## src/rtl/text_osd_overlay.sv

```systemverilog
module text_osd_overlay #(
  parameter int CW    = 12,
  parameter int NCHAR = 7,
  parameter int CNT_W = $clog2(NCHAR + 1)
) (
  input  logic                 clk,
  input  logic                 rst_n,
  input  logic                 osd_on,
  input  logic [7:0]           pos_cfg,
  input  logic [5:0]           ctl_cfg,
  input  logic [NCHAR*4-1:0]   char_codes,
  input  logic [CNT_W-1:0]     char_cnt,
  input  logic [23:0]          in_rgb,
  input  logic                 in_hs,
  input  logic                 in_vs,
  input  logic                 in_de,
  output logic [23:0]          out_rgb,
  output logic                 out_hs,
  output logic                 out_vs,
  output logic                 out_de
);

  localparam int SW = CW - 3;

  function automatic logic [63:0] font(input logic [3:0] c);
    case (c)
      4'd0:  return 64'h3C666E7666663C00;
      4'd1:  return 64'h1838181818187E00;
      4'd2:  return 64'h3C66060C30607E00;
      4'd3:  return 64'h3C66061C06663C00;
      4'd4:  return 64'h0C1C3C6C7E0C0C00;
      4'd5:  return 64'h7E607C0606663C00;
      4'd6:  return 64'h3C607C6666663C00;
      4'd7:  return 64'h7E060C1830303000;
      4'd8:  return 64'h3C66663C66663C00;
      4'd9:  return 64'h3C66663E060C3800;
      4'd10: return 64'h3C66606060663C00;
      4'd11: return 64'h6666667E66666600;
      4'd12: return 64'h66767E7E6E666600;
      4'd13: return 64'h3C66603C06663C00;
      4'd14: return 64'h0000007E00000000;
      default: return 64'h0;
    endcase
  endfunction

  function automatic logic [23:0] palette(input logic [3:0] c);
    logic [7:0] g;
    case (c)
      4'd0: return 24'hFF0000;
      4'd1: return 24'h00FF00;
      4'd2: return 24'h0000FF;
      4'd3: return 24'hFFFF00;
      4'd4: return 24'hFF00FF;
      4'd5: return 24'h00FFFF;
      default: begin
        g = {c - 4'd5, 4'h0};
        return {g, g, g};
      end
    endcase
  endfunction

  function automatic logic [CW-1:0] shrink(input logic [CW-1:0] v, input logic [1:0] n);
    case (n)
      2'd0: return v;
      2'd1: return v >> 1;
      2'd2: return v / CW'(3);
      default: return v >> 2;
    endcase
  endfunction

  logic [3:0] codes [NCHAR];
  for (genvar k = 0; k < NCHAR; k++) begin : g_slot
    assign codes[k] = char_codes[4*k +: 4];
  end

  logic [CW-1:0] x_q, y_q;
  logic          de_q;

  always_ff @(posedge clk) begin
    if (!rst_n) begin
      x_q  <= '0;
      y_q  <= '0;
      de_q <= 1'b0;
    end else begin
      de_q <= in_de;
      x_q  <= in_de ? x_q + 1'b1 : '0;
      if (in_vs)              y_q <= '0;
      else if (de_q && !in_de) y_q <= y_q + 1'b1;
    end
  end

  wire [CW-1:0] row0 = CW'({pos_cfg[7:4], 2'b00}) + CW'(8);
  wire [CW-1:0] col0 = CW'({pos_cfg[3:0], 2'b00}) + CW'(20);
  wire [CW-1:0] gx   = shrink(x_q - col0, ctl_cfg[5:4]);
  wire [CW-1:0] gy   = shrink(y_q - row0, ctl_cfg[5:4]);
  wire [SW-1:0] slot = gx[CW-1:3];
  wire [CNT_W-1:0] slot_i = slot[CNT_W-1:0];
  wire [3:0]    code = (32'(slot_i) < NCHAR) ? codes[slot_i] : 4'hF;
  wire [63:0]   gly  = font(code);
  wire [5:0]    bidx = 6'd63 - {gy[2:0], gx[2:0]};

  wire hit0 = osd_on && in_de && (x_q >= col0) && (y_q >= row0) &&
              (gy[CW-1:3] == '0) && (slot < SW'(char_cnt)) && gly[bidx];

  logic [23:0] rgb1;
  logic        hs1, vs1, de1, hit1;
  logic [3:0]  sel1;

  always_ff @(posedge clk) begin
    if (!rst_n) begin
      {rgb1, hs1, vs1, de1, hit1, sel1} <= '0;
      {out_rgb, out_hs, out_vs, out_de} <= '0;
    end else begin
      rgb1 <= in_rgb;
      hs1  <= in_hs;
      vs1  <= in_vs;
      de1  <= in_de;
      hit1 <= hit0;
      sel1 <= ctl_cfg[3:0];
      out_rgb <= hit1 ? palette(sel1) : rgb1;
      out_hs  <= hs1;
      out_vs  <= vs1;
      out_de  <= de1;
    end
  end

  logic [1:0] warm;
  always_ff @(posedge clk) begin
    if (!rst_n) warm <= '0;
    else if (warm != 2'd2) warm <= warm + 1'b1;
  end

  p_sync_lat_r6: assert property (@(posedge clk) disable iff (!rst_n)
    (warm == 2'd2) |-> (out_hs == $past(in_hs, 2) && out_vs == $past(in_vs, 2) &&
                        out_de == $past(in_de, 2)));

  p_pass_off_r5: assert property (@(posedge clk) disable iff (!rst_n)
    (warm == 2'd2 && !$past(osd_on, 2)) |-> (out_rgb == $past(in_rgb, 2)));

  p_blank_r9: assert property (@(posedge clk) disable iff (!rst_n)
    (warm == 2'd2 && !out_de) |-> (out_rgb == $past(in_rgb, 2)));

  p_grey_r4: assert property (@(posedge clk) disable iff (!rst_n)
    (hit1 && sel1 >= 4'd6) |=> (out_rgb[23:16] == out_rgb[15:8] &&
                                out_rgb[15:8] == out_rgb[7:0] && out_rgb[7:0] != 8'h0));

  p_cnt_r7: assert property (@(posedge clk) disable iff (!rst_n)
    hit1 |-> ($past(char_cnt) != '0));

endmodule

```

## config.mk

```make
export PLATFORM = sky130hd
export DESIGN_NAME = text_osd_overlay
export DESIGN_NICKNAME = d
export VERILOG_FILES = /design/src/rtl/text_osd_overlay.sv
export SDC_FILE = /design/constraint.sdc
export NUM_CORES = 1
export LEC_CHECK = 0
export BUFFER_PORTS_ARGS = -buffer_cell sky130_fd_sc_hd__buf_4
export CORE_UTILIZATION = 36
export CTS_CLUSTER_SIZE = 10
export DETAILED_ROUTE_END_ITERATION = 8
export PLACE_DENSITY = 0.5
export SYNTH_ARGS = -nofsm -noshare
export SYNTH_HDL_FRONTEND = slang
export SYNTH_SLANG_ARGS = --single-unit
```

## constraint.sdc

```tcl
create_clock -name clk -period 9.4 [get_ports clk]
set_input_delay 1.88 -clock clk [delete_from_list [all_inputs] [get_ports clk]]
set_output_delay 1.88 -clock clk [all_outputs]
set_load 0.01 [all_outputs]
```

==> results of run 1 <==
==> worst max-delay path by stage <==
| stage | startpoint | end | slack, ps | depth (start not counted) |
|---|---|---|---|---|
| 4_1_cts | pos_cfg[0] | hit1 | 1230 | 24 |
| 6_report | pos_cfg[0] | hit1 | 1160 | 24 |
| 3_5_place_dp | pos_cfg[0] | hit1 | 880 | 24 |
| 2_1_floorplan | pos_cfg[0] | hit1 | 1930 | 25 |
| 5_1_grt | pos_cfg[0] | hit1 | 610 | 24 |
| 3_3_place_gp | pos_cfg[5] | hit1 | 1010 | 23 |
==> cell type report <==
class / count / area [um^2]
clock buffer: 9 / 225
clock inverter: 7 / 58.8
fill: 2193 / 12100
inverter: 35 / 131
multi-input combinational: 863 / 5780
sequential: 83 / 1660
tap: 275 / 344
timing repair buffer: 117 / 878
==> per-stage QoR <==
stage | util, % | instance area [um^2]
3_3_place_gp | 41.5 | 8800
2_1_floorplan | - | 7850
5_1_grt | 42.8 | 9080
3_5_place_dp | 41.5 | 8800
4_1_cts | 42.8 | 9080
6_report | 42.8 | 9080
==> placed cells by master, fill, tap and decap left out, types with 11 or more instances in the layout <==
| cell | Yosys | routed |
|---|---|---|
| o31a_1 | 14 | 14 |
| a21o_1 | 15 | 15 |
| o22ai_1 | 16 | 16 |
| a21oi_1 | 65 | 65 |
| xor2_1 | 20 | 20 |
| and3_1 | 14 | 14 |
| o31ai_1 | 13 | 13 |
| or3_1 | 11 | 11 |
| nor2_1 | 94 | 94 |
| nand2_1 | 94 | 94 |
| mux2i_1 | 19 | 19 |
| ha_1 | 34 | 34 |
| o21ai_0 | 43 | 43 |
| xnor2_1 | 31 | 31 |
| nor3_1 | 32 | 32 |
| dfxtp_1 | 83 | 83 |
| o21a_1 | 18 | 18 |
| inv_1 | 31 | 31 |
| o211ai_1 | 16 | 16 |
| nand3_1 | 38 | 38 |
| buf_4 | 3 | 117 |
| and2_1 | 39 | 39 |
| nor2b_1 | 27 | 27 |
==> power groups by stage <==
stage	combinational [W]	sequential, W	clock [W]
3_3_place_gp	0.000721	0.000377	0
5_1_grt	0.000786	0.000370	0.000373
3_5_place_dp	0.000700	0.000377	0
2_1_floorplan	0.000535	0.000378	0
6_report	0.000718	0.000369	0.000350
4_1_cts	0.000703	0.000369	0.000359
==> sequential cells by signal, indices dropped and copies added, names as in the netlist <==
register / flops
out_hs: 1
x_q: 12
de1: 1
out_vs: 1
hit1: 1
vs1: 1
hs1: 1
rgb1: 24
sel1: 4
out_de: 1
out_rgb: 24
y_q: 12
==> per-layer routing <==
metal / wire length (um) / part of all wire (%) / up-vias
met2: 10600 / 45 / 326
met3: 1360 / 5.8 / 38
met1: 11200 / 47 / 3667
li1: - / - / 3999
met5: 0 / 0 / -
met4: 421 / 1.8 / 0
==> kinds of logic (layout without fill, tap and decap cells) <==
logic type | Yosys count | count (layout) | synth area share (%)
compound gates | 332 | 332 | 31.1
flops | 83 | 83 | 21.2
mux | 25 | 25 | 3.33
buf+inv | 98 | 168 | 5.29
xor+xnor | 53 | 53 | 6.10
fa+ha+maj | 36 | 36 | 5.93
simple gates | 417 | 417 | 27.1
==> metrics.md, run 1 <==
| Metric | Value |
|---|---|
| Hold Worst Slack | `432 ps` |
| Clock skew | `11.9 ps` |
| Die area | `22400 um^2` |
| Clock Path Buffers | `2` |
| Synth Register Bits | `83` |
| Met3 Use GR | `3.48%` |
| Drt wl/cell | `17.0 um` |
| Synthesized area | `7850 um^2` |
| GRT Total Usage | `21.2%` |
| Leading area contributor after synthesis | `dfxtp_1` |
| Worst endpoint required time | `9630 ps` |
| Depth of the most critical reg-to-reg path | `25` |
| Synth Instances | `1044` |
| Hold Crit Start | `hs1` |
| R2R Path End | `hit1` |
| CP cell instances | `buf_4, ha_1, o21ai_0, ha_1, a21oi_1, nand3_1, or3_1, and2_4, xnor2_1, o21a_1, nor2_1, a211oi_2, o21a_1, mux2_4, o211ai_4, inv_2, ha_1, a21oi_1, a21oi_1, nor2_1, o221ai_1, a2111oi_2, a311oi_1, a311o_1` |
| Reg power frac | `25.7%` |
| Slew HR | `40.6%` |
| Clk pwr share | `24.4%` |
| Worst Tran Pin Value | `888 ps` |
| Die width | `150 um` |
| Vias per Instance | `5.78` |
| Post-synth top cells | `nand2_1, nor2_1, dfxtp_1, a21oi_1, o21ai_0` |
| Final-report hold violation count | `0` |
| Clock buffer count from CTS | `9` |
| Power Dens Cells | `158 nW/um^2` |
| Crit start category | `input pin` |
| LEAKAGE | `3.67 nW` |
| Hold path depth | `1` |
| Root Buffer | `clkbuf_16` |
| Synthesized Nets | `1155` |
| M1 GR Usage | `29.3%` |
| Core area | `21200 um^2` |
| Non-Filler Instances | `1389` |
| Postcts setup bufs | `0` |
| Slew Viols, Final | `0` |
| Max frequency | `121 MHz` |
| CP max stage delay | `510 ps` |
| Setup ws final | `1160 ps` |
| Vias post-DR | `8030` |
| CTS tree | `built` |
| Final setup vio count | `0` |
| Post-CTS sizing | `0` |
| I/O Buffers | `101` |
| Busiest layer in global routing | `met2` |
| Outcome | `finished clean` |
| Final period util | `87.7%` |
| Clock transition at path regs | `70 ps` |
| 1st-iter DRT viols | `895` |
| # hold bufs at CTS | `0` |
| Final WL | `23600 um` |
| Clock latency on the worst-skew pair | `350 ps` |
| Met2 Usage GRT | `33.8%` |
| # rows | `53` |
| Total global routing overflow | `0` |
| Avg Cell Area, Syn | `7.52 um^2` |
| Number of global-route vias before repair | `7323` |
| Detail Placement HPWL | `17500 um` |
| Delay-heaviest family, CP | `compound AO/OA/AOI/OAI gates` |
| Inst Count DP | `1373` |
| Pre-antenna DRT Iters | `7` |
| Total of max-cap violations | `0` |
| Detail Route Antenna Nets | `0` |
| IO Pins | `102` |
| Worst hold path class | `reg -> reg` |
| Final routed DRC violation total | `0` |
| Dpl ws | `885 ps` |
| Layout area overhead | `15.7%` |
| Layout cells sized above 1 | `16.5%` |
| Internal power | `0.000818 W` |
| ANT cells | `0` |
| Nets | `1220` |
| Yosys warns | `0` |
| Total power | `0.00144 W` |
| Logic pwr share | `50.0%` |
| Worst setup EP type | `register` |
| Buf/Inv on CP | `2` |
| Initial core utilization | `37.0%` |
| H-tree levels | `3` |
| Final setup TNS | `0 ps` |
| Clk sinks | `83` |
| Yosys cell types | `99` |
| Synth top area share | `21.2%` |
| Die Y | `150 um` |
| Largest cells by area after synthesis | `dfxtp_1, ha_1, nand2_1` |
| Critical path arrival | `8470 ps` |
| Antenna violations before repair | `0` |
| WHS Endpoint | `out_hs` |
| Synth Flop Type | `dfxtp_1` |
| Reg-to-reg startpoint | `x_q[2]` |
| Crit Path Category | `in -> reg` |
| Psw | `0.000619 W` |
| Slowest CP cell | `xnor2_1` |
| Switch share | `43.1%` |
| First-pass GRT wire length | `38200 um` |
| RSZ-0062 raised after global routing | `no` |
| Largest net degree at the start of global routing | `61` |
| Min cycle time layout | `8240 ps` |
| Register area share after synthesis | `21.2%` |
| Worst vdd ir | `0.0917 mV` |
| Reg2Reg Setup Slack | `2710 ps` |
| Ys async rst share | `0%` |
| RD Place Congestion | `0.908` |
| Post-synth EDFFs | `0` |
| Critical-path maximum fanout | `13` |
Power figures use the tool's default switching activity.
==> inputs of run 2 (changes only) <==
Settings changed: ABC_AREA set to 1, PLACE_DENSITY 0.5 to 0.51.
==> run 2 against run 1 <==
  * Critical path type unchanged
  * Sequential power barely moved
  * Worst setup slack improved by 710 ps
  * Via count fell by 13%
  * Worst hold slack got worse by 13 ps
  * First-iteration DRC count fell by 54%
==> metrics.md, run 2 <==
| Metric | Value |
|---|---|
| ANT cells | `0 (unchanged)` |
| Synth Instances | `1108 (+6.1%)` |
| Depth of the most critical reg-to-reg path | `42 (+68%)` |
| Vias post-DR | `7010 (-13%)` |
| WHS Endpoint | `out_hs` |
| Clock latency on the worst-skew pair | `350 ps (about the same)` |
| Reg2Reg Setup Slack | `3240 ps (+530 ps)` |
| Die Y | `139 um (-6.8%)` |
| LEAKAGE | `4.28 nW (+16%)` |
| Synth Area in Adders | `6.84% (+0.91 points)` |
| Final WL | `18700 um (-21%)` |
| Number of global-route vias before repair | `6571 (-10%)` |
| Detail Route Antenna Nets | `0 (unchanged)` |
| Final routed DRC violation total | `0 (unchanged)` |
| H-tree levels | `3 (unchanged)` |
| Post-CTS sizing | `0 (unchanged)` |
| R2R Path End | `hit1` |
| Max frequency | `133 MHz (+9.4%)` |
| Critical path arrival | `7810 ps (-660 ps)` |
| Yosys cell types | `48 (-52%)` |
| Yosys warns | `0 (unchanged)` |
| Layout cells sized above 1 | `16.2% (-0.28 points)` |
| XOR/XNOR Fraction of Synth Area | `2.15% (-4.0 points)` |
| Drt wl/cell | `13.1 um (-23%)` |
| Largest cells by area after synthesis | `dfxtp_1, nand2_1, nand3_1` |
| Pre-antenna DRT Iters | `5 (-2)` |
| Initial core utilization | `37.2% (+0.24 points)` |
| Post-synth EDFFs | `0 (unchanged)` |
| Hold Worst Slack | `419 ps (-13.3 ps)` |
| Complex-gate fraction of the synthesized area | `14.3% (-17 points)` |
| Main combinational cell family by area after synthesis | `simple AND/OR/NAND/NOR gates` |
| Final setup vio count | `0 (unchanged)` |
| Most frequent cells in the layout | `nand2_1, inv_1, nand3_1` |
| Largest regs | `out_rgb: 24 flops, rgb1: 24 flops` |
| Final-report hold violation count | `0 (unchanged)` |
| Synthesized area | `6810 um^2 (-13%)` |
| Reg-to-reg startpoint | `x_q[2]` |
| Crit Path Category | `in -> reg` |
| Top Metal Used | `met4` |
| Min cycle time layout | `7530 ps (-710 ps)` |
| CP max stage delay | `570 ps (+60 ps)` |
| RD Place Congestion | `0.880 (-3.1%)` |
| Slew Viols, Final | `0 (unchanged)` |
| Simple-gate portion of the synthesized area | `40.3% (+13 points)` |
| Worst setup EP type | `register` |
| Final setup TNS | `0 ps (unchanged)` |
| IO Pins | `102 (unchanged)` |
| Postcts setup bufs | `0 (unchanged)` |
| Crit start category | `input pin` |
| Root Buffer | `clkbuf_16` |
| Clock Path Buffers | `2 (unchanged)` |
| Met2 WL | `8500 um (-20%)` |
| Clock transition at path regs | `70 ps (about the same)` |
| Worst Tran Pin Value | `1010 ps (+126 ps)` |
| Clk sinks | `83 (unchanged)` |
| Total global routing overflow | `0 (unchanged)` |
| Largest net degree at the start of global routing | `40 (-34%)` |
| RSZ-0062 raised after global routing | `no` |
| Power Dens Cells | `177 nW/um^2 (+12%)` |
| Outcome | `finished clean` |
| Most common cell after layout, fill and taps aside | `nand2_1` |
| I/O Buffers | `101 (unchanged)` |
| CTS tree | `built` |
| Slowest CP cell | `o21ai_1` |
| Nets | `1307 (+7.1%)` |
| Synth Flop Type | `dfxtp_1` |
| Synth Register Bits | `83 (unchanged)` |
| Total of max-cap violations | `0 (unchanged)` |
| Worst endpoint required time | `9670 ps (+40 ps)` |
| Detail Placement HPWL | `14400 um (-17%)` |
| Antenna violations before repair | `0 (unchanged)` |
| Clock skew | `16.5 ps (+4.61 ps)` |
| Critical-path maximum fanout | `11 (-2)` |
| Top cell by count, worst path | `nand2_1` |
| # hold bufs at CTS | `0 (unchanged)` |
| Slew HR | `32.0% (-8.6 points)` |
| Hold path depth | `2 (+1)` |
| Register area share after synthesis | `24.4% (+3.3 points)` |
| Top-count cell post-synth | `nand2_1` |
| Mux contribution to synthesized area | `0% (-3.3 points)` |
| Die area | `19500 um^2 (-13%)` |
| Avg Cell Area, Syn | `6.14 um^2 (-18%)` |
| Routed met1 length | `9110 um (-19%)` |
| Synth top area share | `24.4% (+3.3 points)` |
| Clock buffer count from CTS | `9 (unchanged)` |
| Worst hold path class | `reg -> reg` |
| Die width | `139 um (-6.8%)` |
| Final period util | `80.2% (-7.6 points)` |
| GRT Total Usage | `19.8% (-1.4 points)` |
| WL met3 | `796 um (-42%)` |
| Leading area contributor after synthesis | `dfxtp_1` |
| Synthesized Nets | `1219 (+5.5%)` |
| Layout area overhead | `17.7%` |
| Core area | `18300 um^2 (-14%)` |
| Post-synth top cells | `nand2_1, inv_1, nand3_1, dfxtp_1, nor2_1` |
| Ys async rst share | `0% (unchanged)` |
| Fillers | `1992 (-9.2%)` |
| Hold Crit Start | `hs1` |
| Worst vdd ir | `0.0957 mV (+4.4%)` |
| Vias per Instance | `4.90 (-15%)` |
| # rows | `49 (-7.5%)` |
| 1st-iter DRT viols | `415 (-54%)` |
| First-pass GRT wire length | `31400 um (-18%)` |
run 2: layout make-up:
class | instances | area, um^2 | share of cell area [%]
flip-flops and latches | 83 | 1660 | 20.7
multi-input cells | 822 | 4330 | 54.0
repair buffers | 102 | 766 | 9.56
well taps | 229 | 287 | 3.58
clock buffers | 9 | 225 | 2.81
clock inverters | 7 | 76.3 | 0.953
inverters | 178 | 668 | 8.34
run 2: cells by family after synthesis:
family                   Yosys count
adder cells (fa/ha/maj)           36
AO/OA/AOI/OAI                    164
flip-flops                        83
AND/OR/NAND/NOR                  607
buffers and inverters            203
XOR/XNOR                          15
run 2: worst max-delay path by stage:
stage                          start    to
after floorplan           pos_cfg[0]  hit1
after global placement    pos_cfg[1]  hit1
after detailed placement  pos_cfg[0]  hit1
after CTS                 pos_cfg[0]  hit1
after global routing      pos_cfg[0]  hit1
final                     pos_cfg[0]  hit1
run 2: stage by stage:
step | worst slack (ps) | total power (W) | util, % | cell area [um^2] | instances
floorplan | 2850 | 0.000923 | - | 6810 | 1108
global placement | 1450 | 0.00108 | 42.2 | 7710 | 1414
detailed placement | 1520 | 0.00106 | 42.2 | 7710 | 1414
CTS | 1850 | 0.00143 | 43.8 | 8010 | 1430
global route | 1320 | 0.00155 | 43.8 | 8010 | 1430
finish | 1870 | 0.00142 | 43.8 | 8010 | 1430
run 2: metal layers:
metal  track usage [%]  up-vias
met5                 0        -
met4              4.97        0
met3              3.30       15
met2              33.7      160
met1              25.8     3086
li1                  -     3749
run 2: worst max-delay path: cells and delay by family:
family	cells	cell delay (ps)
AOI/OAI and AO/OA	8	1440
adders and majority gates	3	1110
buffers and inverters	7	850
and+or+nand+nor	24	2500
run 2: report_power, final:
group          internal, W  total, W  leakage (nW)  switching (W)
clock             0.000189  0.000362         0.149       0.000173
sequential        0.000364  0.000369         0.682     0.00000508
combinational     0.000235  0.000689          3.45       0.000454
==> inputs of run 3 (changes only) <==
Settings changed: ABC_AREA 1 to 0, PLACE_DENSITY 0.51 to 0.5.
Clock period 9.4 ns to 7.05 ns, I/O delays scaled along.
==> run 3 against run 2 <==
  * Non-clock buffer count grew 204
  * Power grew 64%
  * Register-to-register slack lost 2200 ps
  * Via count grew 24%
  * Cell count grew 10%
  * Design area grew 35%
  * Clock skew shrank 2.4 ps
  * Sequential share of layout area shrank 5.4 points
  * Worst setup slack lost 1700 ps
  * Critical path type unchanged
  * Critical endpoint unchanged
==> metrics.md, run 3 (synthesized netlist as in run 1, its figures left out) <==
| Metric | Value |
|---|---|
| Outcome | `finished clean` |
| Antenna violations before repair | `0 (unchanged)` |
| Buf/Inv on CP | `4 (-3)` |
| Detail Route Antenna Nets | `0 (unchanged)` |
| Most common cell after layout, fill and taps aside | `buf_4` |
| Final period util | `97.4%` |
| Flip-flop and latch area | `1660 um^2 (unchanged)` |
| CP Depth | `27 (-36%)` |
| Nets | `1409 (+7.8%)` |
| Vias post-DR | `8676 (+24%)` |
| Final Util | `51.0% (+7.1 points)` |
| Vias per Instance | `5.50 (+12%)` |
| Clock Path Buffers | `2 (unchanged)` |
| Fillers | `2130 (+6.9%)` |
| Footprint of the multi-input gates | `6040 um^2 (+40%)` |
| Critical path arrival | `7090 ps (-720 ps)` |
| Max frequency | `146 MHz` |
| Final WL | `25800 um (+38%)` |
| Clock skew | `14.2 ps (-2.36 ps)` |
| Met2 WL | `11900 um (+40%)` |
| Clock buffer count from CTS | `9 (unchanged)` |
| Detail Placement HPWL | `19800 um (+37%)` |
| Slew Viols, Final | `0 (unchanged)` |
| Crit Path Category | `in -> reg` |
| Final routed DRC violation total | `0 (unchanged)` |
| First-pass GRT wire length | `41400 um (+32%)` |
| Layout area overhead | `37.7%` |
| Largest net degree at the start of global routing | `61 (+53%)` |
| Power Dens Cells | `215 nW/um^2 (+21%)` |
| Depth of the most critical reg-to-reg path | `25 (-40%)` |
| Pre-antenna DRT Iters | `5 (unchanged)` |
| Die area | `22400 um^2 (+15%)` |
| Worst hold path class | `reg -> reg` |
| Hold path depth | `1 (-1)` |
| I/O Buffers | `101 (unchanged)` |
| IO Pins | `102 (unchanged)` |
| Crit start category | `input pin` |
| RD Place Congestion | `0.907 (+3.0%)` |
| Worst endpoint required time | `7270 ps (-2400 ps)` |
| CTS tree | `built` |
| 1st-iter DRT viols | `611 (+47%)` |
| Largest regs | `out_rgb: 24 flops, rgb1: 24 flops` |
| Number of global-route vias before repair | `8339 (+27%)` |
| Critical-path maximum fanout | `6 (-5)` |
| Total of max-cap violations | `0 (unchanged)` |
| Core area | `21200 um^2 (+16%)` |
| Die width | `150 um (+7.3%)` |
| Reg2Reg Setup Slack | `1050 ps (-2190 ps)` |
| # rows | `53 (+8.2%)` |
| Final-report hold violation count | `0 (unchanged)` |
| Clock transition at path regs | `70 ps (about the same)` |
| Clock latency on the worst-skew pair | `350 ps (about the same)` |
| CP max stage delay | `420 ps (-150 ps)` |
| Layout cells sized above 1 | `31.4% (+15 points)` |
| GRT Total Usage | `22.9% (+3.1 points)` |
| Slowest CP cell | `a2111oi_2` |
| Slew HR | `39.7% (+7.7 points)` |
| Worst setup EP type | `register` |
| ANT cells | `0 (unchanged)` |
| WL met3 | `1140 um (+43%)` |
| Drt wl/cell | `16.3 um (+25%)` |
| Die Y | `150 um (+7.3%)` |
| Initial core utilization | `37.0% (-0.24 points)` |
| Worst Tran Pin Value | `903 ps (-111 ps)` |
| Hold Worst Slack | `434 ps (+14.6 ps)` |
| Clk sinks | `83 (unchanged)` |
| Final setup vio count | `0 (unchanged)` |
| Min cycle time layout | `6870 ps` |
| Root Buffer | `clkbuf_16` |
| Routed met1 length | `12300 um (+35%)` |
| H-tree levels | `3 (unchanged)` |
| LEAKAGE | `4.65 nW (+8.8%)` |
| Worst vdd ir | `0.105 mV (+9.9%)` |
| Delay-heaviest family, CP | `compound AO/OA/AOI/OAI gates` |
| Total global routing overflow | `0 (unchanged)` |
| Top Metal Used | `met4` |
| Most frequent cells in the layout | `buf_4, nand2_1, nor2_1` |
run 3: changes by cell type in the layout (fill, tap and decap cells not counted), sizes merged, moves of 26 or more:
cell,change
nand3,-99
nor3,+26
nor2,+33
nor2b,+28
inv,-143
buf,+204
xnor2,+29
nand2,-276
and2,+40
run 3: layer usage:
layer  GRT usage, %  vias to the layer above
met5              0                        -
met4           6.62                        0
met3           2.96                       37
met2           38.0                      227
met1           30.7                     4044
li1               -                     4368
run 3: final timing paths:
path,to,start
max,hit1,pos_cfg[0]
min,out_hs,hs1
max reg2reg,hit1,x_q[2]
min reg2reg,out_hs,hs1
run 3: area by class of cell:
type	count	share of cell area, %
inverters	35	1.21
multi-input cells	863	55.8
well taps	275	3.18
clock buffers	9	2.08
clock inverters	7	0.671
repair buffers	306	21.7
flip-flops and latches	83	15.4
run 3: what timing repair did:
action	CTS	global route
pin swaps	0	14
hold buffers	0	0
setup buffers	0	4
endpoints found under the setup margin	1	1
resized for setup	1	55
run 3: metrics by stage:
step                      setup WS [ps]  power (W)  area (um^2)  setup TNS (ps)  instances
after floorplan                    50.8    0.00122         7850               0       1044
after global placement             -383    0.00180        10200            -383       1558
after detailed placement           -377    0.00178        10200            -377       1558
after CTS                          29.8    0.00227        10500               0       1574
after global routing               -111    0.00246        10800            -111       1578
final                               184    0.00232        10800               0       1578
run 3: power breakdown:
part           switching (W)  leakage, nW  internal (W)
logic               0.000707         3.83      0.000647
registers         0.00000653        0.682      0.000485
clock network       0.000226        0.136      0.000249
total               0.000940         4.65       0.00138
